--- src/rtl/imm_cmd_pkg.sv ---
package imm_cmd_pkg;
  localparam int ADDR_W = 8;
  localparam int DATA_W = 32;
  localparam int STAT_W = 16;

  localparam logic [ADDR_W-1:0] CMD_OFS  = 8'h60;
  localparam logic [ADDR_W-1:0] RSP_OFS  = 8'h64;
  localparam logic [ADDR_W-1:0] STAT_OFS = 8'h68;

  localparam int BUSY_BIT  = 0;
  localparam int VALID_BIT = 1;

  typedef struct packed {
    logic cmdWr;     // command register load enable
    logic rspLatch;  // response register capture enable
  } ctlStrobes_t;
endpackage

--- src/rtl/imm_cmd_ctrl.sv ---
module imm_cmd_ctrl
  import imm_cmd_pkg::*;
(
  input  logic              clk,
  input  logic              rstN,
  input  logic              wrEn,
  input  logic [ADDR_W-1:0] addr,
  input  logic [1:0]        wrFlags,
  input  logic              rspValid,
  output ctlStrobes_t       strobes,
  output logic              busy,
  output logic              valid,
  output logic              sendReq
);
  logic statWr, launch, clearValid, latchRsp;

  assign statWr     = wrEn && (addr == STAT_OFS);
  assign launch     = statWr && wrFlags[BUSY_BIT] && !busy;
  assign clearValid = statWr && wrFlags[VALID_BIT];
  assign latchRsp   = rspValid && busy;

  assign strobes.cmdWr    = wrEn && (addr == CMD_OFS) && !busy;
  assign strobes.rspLatch = latchRsp;

  always_ff @(posedge clk) begin
    if (!rstN) begin
      busy    <= 1'b0;
      valid   <= 1'b0;
      sendReq <= 1'b0;
    end else begin
      sendReq <= launch;
      if (latchRsp)    busy <= 1'b0;
      else if (launch) busy <= 1'b1;
      if (latchRsp)        valid <= 1'b1;
      else if (clearValid) valid <= 1'b0;
    end
  end


  pulse_single_chk: assert property (@(posedge clk) disable iff (!rstN)
    sendReq |=> !sendReq);

  send_busy_chk: assert property (@(posedge clk) disable iff (!rstN)
    sendReq |-> busy);

  latch_handover_chk: assert property (@(posedge clk) disable iff (!rstN)
    (busy && rspValid) |=> (valid && !busy));

  busy_hold_chk: assert property (@(posedge clk) disable iff (!rstN)
    (busy && !rspValid) |=> busy);

  valid_clear_chk: assert property (@(posedge clk) disable iff (!rstN)
    (valid && statWr && wrFlags[VALID_BIT] && !rspValid) |=> !valid);
endmodule

--- src/rtl/imm_cmd_dp.sv ---
module imm_cmd_dp
  import imm_cmd_pkg::*;
(
  input  logic              clk,
  input  logic              rstN,
  input  ctlStrobes_t       strobes,
  input  logic              busyIn,
  input  logic              validIn,
  input  logic [ADDR_W-1:0] addr,
  input  logic [DATA_W-1:0] wrData,
  input  logic [DATA_W-1:0] rspWord,
  output logic [DATA_W-1:0] rdData,
  output logic [DATA_W-1:0] sendWord
);
  localparam int PAD_W = DATA_W - STAT_W;
  localparam int RSV_W = STAT_W - 2;

  logic [DATA_W-1:0] cmdReg, rspReg;
  logic [STAT_W-1:0] statusWord;

  always_ff @(posedge clk) begin
    if (!rstN) begin
      cmdReg <= '0;
      rspReg <= '0;
    end else begin
      if (strobes.cmdWr)    cmdReg <= wrData;
      if (strobes.rspLatch) rspReg <= rspWord;
    end
  end

  assign statusWord = {{RSV_W{1'b0}}, validIn, busyIn};
  assign sendWord   = cmdReg;

  always_comb begin
    case (addr)
      CMD_OFS:  rdData = cmdReg;
      RSP_OFS:  rdData = rspReg;
      STAT_OFS: rdData = {{PAD_W{1'b0}}, statusWord};
      default:  rdData = '0;
    endcase
  end


  cmd_frozen_chk: assert property (@(posedge clk) disable iff (!rstN)
    busyIn |=> $stable(cmdReg));

  rsp_idle_chk: assert property (@(posedge clk) disable iff (!rstN)
    (!busyIn && $past(!busyIn)) |-> $stable(rspReg));
endmodule

--- src/rtl/imm_cmd_regs.sv ---
module imm_cmd_regs
  import imm_cmd_pkg::*;
(
  input  logic              clk,
  input  logic              rstN,
  input  logic              wrEn,
  input  logic [ADDR_W-1:0] addr,
  input  logic [DATA_W-1:0] wrData,
  output logic [DATA_W-1:0] rdData,
  output logic              sendReq,
  output logic [DATA_W-1:0] sendWord,
  input  logic              rspValid,
  input  logic [DATA_W-1:0] rspWord
);
  ctlStrobes_t strobes;
  logic busy, valid;

  imm_cmd_ctrl u_ctrl (
    .clk(clk), .rstN(rstN), .wrEn(wrEn), .addr(addr),
    .wrFlags(wrData[1:0]), .rspValid(rspValid), .strobes(strobes),
    .busy(busy), .valid(valid), .sendReq(sendReq)
  );

  imm_cmd_dp u_dp (
    .clk(clk), .rstN(rstN), .strobes(strobes), .busyIn(busy),
    .validIn(valid), .addr(addr), .wrData(wrData), .rspWord(rspWord),
    .rdData(rdData), .sendWord(sendWord)
  );
endmodule

--- config.mk ---
export PLATFORM = sky130hd
export DESIGN_NAME = imm_cmd_regs
export DESIGN_NICKNAME = d
export VERILOG_FILES = /design/src/rtl/imm_cmd_pkg.sv /design/src/rtl/imm_cmd_ctrl.sv /design/src/rtl/imm_cmd_dp.sv /design/src/rtl/imm_cmd_regs.sv
export SDC_FILE = /design/constraint.sdc
export NUM_CORES = 1
export LEC_CHECK = 0
export ABC_AREA = 0
export BUFFER_PORTS_ARGS = -buffer_cell sky130_fd_sc_hd__buf_2
export CORE_MARGIN = 5
export CORE_UTILIZATION = 42
export DETAILED_ROUTE_END_ITERATION = 8
export GPL_TIMING_DRIVEN = 0
export MAX_ROUTING_LAYER = met4
export PLACE_DENSITY = 0.86
export SETUP_SLACK_MARGIN = 0.2
export SYNTH_ARGS = -nofsm -noshare
export SYNTH_HDL_FRONTEND = slang
export SYNTH_HIERARCHICAL = 1
export SYNTH_SLANG_ARGS = --single-unit
--- constraint.sdc ---
create_clock -name clk -period 1.6 [get_ports clk]
set_input_delay 0.08 -clock clk [delete_from_list [all_inputs] [get_ports clk]]
set_output_delay 0.08 -clock clk [all_outputs]
set_load 0.02 [all_outputs]
==> flow_summary_export.csv, run 1 <==
group,metric,value,unit
sta,worst_pin_slew,431,ps
sta,fmax,702,MHz
grt,grt_pass1_wl,13100,microns
cts,cts_buffers,9,
routing,wl_per_cell,15.1,microns
sta,fin_crit_sh,89.0,%
worst_setup_path,cp_max_fo,10,
placement,placed_cells,539,
sta,hold_viol,0,
cts,cts.sinks,67,
worst_hold_path,hold_path_class,"input pin to flop",
worst_setup_path,cp-start-kind,"input pin",
placement,gp_congestion,0.784,
floorplanning,dieArea,9180,sq um
floorplanning,die_h,95.8,microns
cells_and_area,layout.cells.non_filler,557,
sta,fin_ws,176,ps
cells_and_area,drive_gt1_share,39.3,%
routing,antenna_left,0,
cts,htreeDepth,3,
routing,num_vias,2623,
grt,grt_max_degree,11,
sta,relSlewSlack,71.3,%
yosys,ys_seq_area_share,43.3,%
worst_setup_path,required,1520,ps
yosys,syn_area_per_cell,10.3,sq um
power_and_ir_drop,p_leak,1.75,nW
cells_and_area,layout.nets,529,
power_and_ir_drop,powerDensity,752,nW/um^2
cts,tritoncts,"built",
sta,min_period,1420,ps
yosys,synth_seq_cells,67,
routing,dr.pass1.iters,4,
cts,cts_root_buf,"clkbuf_8",
floorplanning,dieWidth,95.8,microns
cts,clk_pin_slew,70,ps
worst_setup_path,cp.arrival,1340,ps
worst_setup_path,critPathCaptureType,"output port",
job,maxCapViolCount,0,
cts,clock_path_buffers,2,
routing,drt_iter0_drc,79,
placement,dpl.hpwl,6300,microns
sta,tns,0,ps
routing,drc_errors,0,
sta,maxSlewViolCount,0,
sta,finalSetupViolations,0,
cells_and_area,syn_to_final_growth,39.0,%
yosys,synthCells,300,
cells_and_area,finalCoreUtilization,59.6,%
sta,rsz0062_at_grt,"true",
routing,via_per_inst,4.71,
worst_setup_path,crit_type,"input pin to output port",
placement,dp_slack,-203,ps
sta,hold_ws,16.5,ps
yosys,syn-num-nets,376,
grt,grt.overflow.total,0,
grt,grt_usage,19.1,%
power_and_ir_drop,vdd_drop_max,406,uV
grt,grt_pass1_vias,2734,
floorplanning,io_pins,141,
routing,routed_wl,8400,microns
floorplanning,start_util,42.9,%
placement,portBuffers,140,
outcome,status,"finished clean",
cells_and_area,diodes,0,
floorplanning,fp-row-count,31,
cts,insertion_delay,320,ps
yosys,synth_cell_types,21,
yosys,yosysWarningCount,6,
sta,fin_skew,4.64,ps
yosys,syn_area,3090,sq um
grt,antenna_found_initial,0,
floorplanning,coreArea,7210,sq um
[per-stage QoR]
step	area (sq um)	total power [mW]
CTS	4230	3.28
global placement	3940	1.91
finish	4300	3.23
detailed placement	3940	1.92
floorplan	3110	1.79
global route	4300	3.37
[cells by family after synthesis]
kind of cell	count (synthesis)	synth area share, %
buf+inv	23	4.04
mux	96	31.1
flops	67	43.3
simple gates	110	20.4
compound gates	4	1.13
[metal layers]
| layer | routed length, microns | global-route usage (%) | up-vias |
|---|---|---|---|
| li1 | - | - | 1317 |
| met1 | 3580 | 22.1 | 1213 |
| met2 | 4340 | 33.5 | 87 |
| met3 | 445 | 3.75 | 6 |
| met4 | 37 | 5.57 | 0 |
| met5 | 0 | - | - |
[power breakdown]
| group | switching (mW) | internal [mW] | total [mW] |
|---|---|---|---|
| combinational | 0.0942 | 0.123 | 0.218 |
| sequential | 0.000886 | 1.67 | 1.67 |
| clock | 0.584 | 0.764 | 1.35 |
| total | 0.679 | 2.56 | 3.23 |
[path summary, 6_finish.rpt]
check	startpoint	end	slack (ps)	cells after the start
worst max-delay path	addr[7]	rdData[28]	180	6
worst min-delay path	wrData[26]	u_dp/sendWord[26]$_SDFFE_PN0P_	20	3
worst min register to register	u_ctrl/busy$_SDFFE_PP0P_	u_ctrl/sendReq$_SDFF_PN0_	490	1
worst max register to register	u_ctrl/busy$_SDFFE_PP0P_	u_dp/rspReg[21]$_SDFFE_PN0P_	230	5
[sequential cells by signal, indices dropped and copies added (netlist names)]
signal / cells
u_ctrl/busy: 1
u_ctrl/sendReq: 1
u_ctrl/valid: 1
u_dp/rspReg: 32
u_dp/sendWord: 32
[final cells by class]
type / count / area [sq um]
fillers: 658 / 2910
clock inverters: 2 / 35.0
repair buffers: 143 / 803
flip-flops and latches: 67 / 1340
plain buffers: 22 / 183
clock buffers: 14 / 153
multi-input cells: 210 / 1660
well taps: 99 / 124
[placed cells by master, fill, tap and decap left out, drive strengths merged, types with 2 or more instances in the layout]
cell type    synthesis  final
and2                 3      3
buf                 14    156
clkbuf               9     21
dfxtp               67     67
dlygate4sd3          0      2
mux2i               96     96
nand3b               3      3
nor2                30     30
nor2b               65     65
nor3                 3      3
[synth_stat cells]
master,count,area [sq um]
mux2i_1,96,961
dfxtp_1,67,1340
nor2b_1,65,407
nor2_1,30,113
buf_2,10,50.1
clkbuf_1,9,33.8
and2_1,3,18.8
buf_6,3,33.8
nand3b_1,3,22.5
nor3_1,3,15.0
buf_4,1,7.51
nand2_1,1,3.75
nand3_1,1,5.00
nand4_2,1,12.5
nand4bb_1,1,11.3
nor4_2,1,12.5
o21ai_0,1,5.00
o221a_1,1,11.3
o22ai_1,1,6.26
o31ai_2,1,12.5
or4_4,1,11.3
[worst max-delay path, stage by stage]
cell and delay, ps:
buf_2 100, nand4bb_4 220, or4_4 480, buf_6 180
nor2_2 130, buf_4 150
[timing repair]
item / 4_1_cts / 5_1_grt
endpoints found under the setup margin: 81 / 71
hold buffers: 2 / 0
hold endpoints to repair: 2 / 0
pin swaps: 0 / 1
gates resized for setup: 30 / 21
setup buffers: 0 / 1
Note: power is estimated with default switching activity, not from simulation.
==> inputs of run 2 (changes only) <==
--- a/config.mk
+++ b/config.mk
@@ -12,7 +12,7 @@
 export DETAILED_ROUTE_END_ITERATION = 8
 export GPL_TIMING_DRIVEN = 0
 export MAX_ROUTING_LAYER = met4
-export PLACE_DENSITY = 0.86
+export PLACE_DENSITY_LB_ADDON = 0.12
 export SETUP_SLACK_MARGIN = 0.2
 export SYNTH_ARGS = -nofsm -noshare
 export SYNTH_HDL_FRONTEND = slang
==> flow_summary_export.csv, run 2 (synthesis results as in run 1) <==
group,metric,value,unit
grt,grt_max_degree,12,
power_and_ir_drop,p_leak,1.75,nW
sta,worst_pin_slew,483,ps
routing,dr.pass1.iters,4,
worst_setup_path,rr_worst_depth,5,
grt,antenna_found_initial,0,
floorplanning,dieWidth,95.8,microns
cts,cts_root_buf,"clkbuf_8",
sta,min_period,1410,ps
worst_hold_path,hold_path_class,"input pin to flop",
worst_hold_path,min_path_cells,3,
sta,rsz0062_at_grt,"true",
placement,portBuffers,140,
sta,maxSlewViolCount,0,
floorplanning,fp-row-count,31,
floorplanning,dieArea,9180,sq um
cells_and_area,finalCoreUtilization,59.5,%
worst_setup_path,path_cells,"buf_2, nand4bb_4, or4_4, buf_6, nor2_1, buf_4",
worst_setup_path,crit_slowest_cell,"or4_4",
outcome,status,"finished clean",
routing,drc_errors,0,
routing,drt_iter0_drc,70,
cells_and_area,syn_to_final_growth,38.7,%
worst_setup_path,cp.arrival,1330,ps
cts,post_cts_buffers,0,
cts,clock_path_buffers,2,
grt,grt_pass1_wl,12700,microns
sta,hold_viol,0,
worst_setup_path,crit_type,"input pin to output port",
power_and_ir_drop,powerDensity,716,nW/um^2
cells_and_area,diodes,0,
placement,dpl.hpwl,6130,microns
job,maxCapViolCount,0,
placement,dp_slack,-209,ps
worst_setup_path,cp_max_fo,10,
grt,grt_usage,18.5,%
sta,fin_skew,5.23,ps
cells_and_area,drive_gt1_share,38.8,%
worst_setup_path,critPathCaptureType,"output port",
routing,routed_wl,8310,microns
floorplanning,start_util,42.9,%
floorplanning,die_h,95.8,microns
worst_setup_path,cp-start-kind,"input pin",
routing,wl_met1,3690,microns
routing,antenna_left,0,
floorplanning,coreArea,7210,sq um
routing,wl_met2,4070,microns
sta,fmax,708,MHz
routing,highest_layer,"met4",
sta,finalSetupViolations,0,
cts,htreeDepth,3,
cts,tritoncts,"built",
cts,cts_buffers,9,
routing,wl_met3,484,microns
cells_and_area,mostFrequentLayoutCells,"buf_2 (115), mux2i_1 (96), dfxtp_1 (66), nor2b_1 (65), buf_4 (31)",
sta,relSlewSlack,67.8,%
sta,fin_ws,188,ps
routing,num_vias,2633,
worst_setup_path,slowest_delay,470,ps
grt,grt.overflow.total,0,
cells_and_area,final_common_cell,"buf_2",
grt,grt_pass1_vias,2634,
cells_and_area,layout.nets,532,
floorplanning,io_pins,141,
sta,fin_crit_sh,88.3,%
routing,wl_per_cell,14.8,microns
cts,clk_pin_slew,80,ps
cts,cts.sinks,67,
power_and_ir_drop,vdd_drop_max,436,uV
placement,gp_congestion,0.800,
worst_setup_path,required,1520,ps
routing,via_per_inst,4.70,
cts,insertion_delay,330,ps
==> run 2: cell types whose count changed in the layout (fill, tap and decap cells not counted), sizes merged <==
cell and change:
buf -1, bufinv -1, clkbuf -3, clkinv +2
clkinvlp +2, dlygate4sd3 +4
==> run 2: final cells by class <==
| cell class | instances | area (sq um) |
|---|---|---|
| Fill cell | 682 | 2920 |
| Multi-Input combinational cell | 210 | 1670 |
| Sequential cell | 67 | 1340 |
| Timing Repair Buffer | 146 | 833 |
| Buffer | 22 | 166 |
| Clock buffer | 11 | 131 |
| Tap cell | 99 | 124 |
| Clock inverter | 5 | 30.0 |
==> run 2: critical path: cells and delay by family <==
kind	cells	cell delay [ps]
AND/OR/NAND/NOR	3	810
buffers and inverters	3	440
==> run 2: power by group <==
part	total, mW	leakage, nW	switching (mW)	internal, mW
clock network	1.18	0.0791	0.624	0.555
registers	1.67	0.540	0.000874	1.67
logic	0.228	1.13	0.0978	0.130
==> run 2: per-layer routing <==
metal  up-vias  global-route usage [%]
met1      1228                    22.2
met4         0                    6.04
met2        78                    30.5
li1       1320                       -
met5         -                       -
met3         7                    4.22
==> run 2: stage by stage <==
stage	hold slack (ps)	area (sq um)	instances	TNS (ps)	total power, mW
final	13.9	4290	560	0	3.08
after global routing	1.39	4290	560	0	3.22
after CTS	0.0323	4180	560	0	3.11
after detailed placement	345	3940	539	-7050	1.92
after global placement	333	3940	539	-3970	1.92
after floorplan	222	3110	300	0	1.79
==> run 2: what timing repair did <==
action,in CTS,in global routing
resized for setup,7,38
endpoints found under the hold margin,6,0
endpoints found under the setup margin,62,90
hold buffers,6,0
==> run 2: path summary, 6_finish.rpt <==
kind / from / to / slack (ps)
min: wrData[9] / u_dp/sendWord[9]$_SDFFE_PN0P_ / 10
min reg2reg: u_dp/rspReg[16]$_SDFFE_PN0P_ / u_dp/rspReg[16]$_SDFFE_PN0P_ / 520
max reg2reg: u_ctrl/busy$_SDFFE_PP0P_ / u_dp/rspReg[3]$_SDFFE_PN0P_ / 290
max: addr[7] / rdData[10] / 190
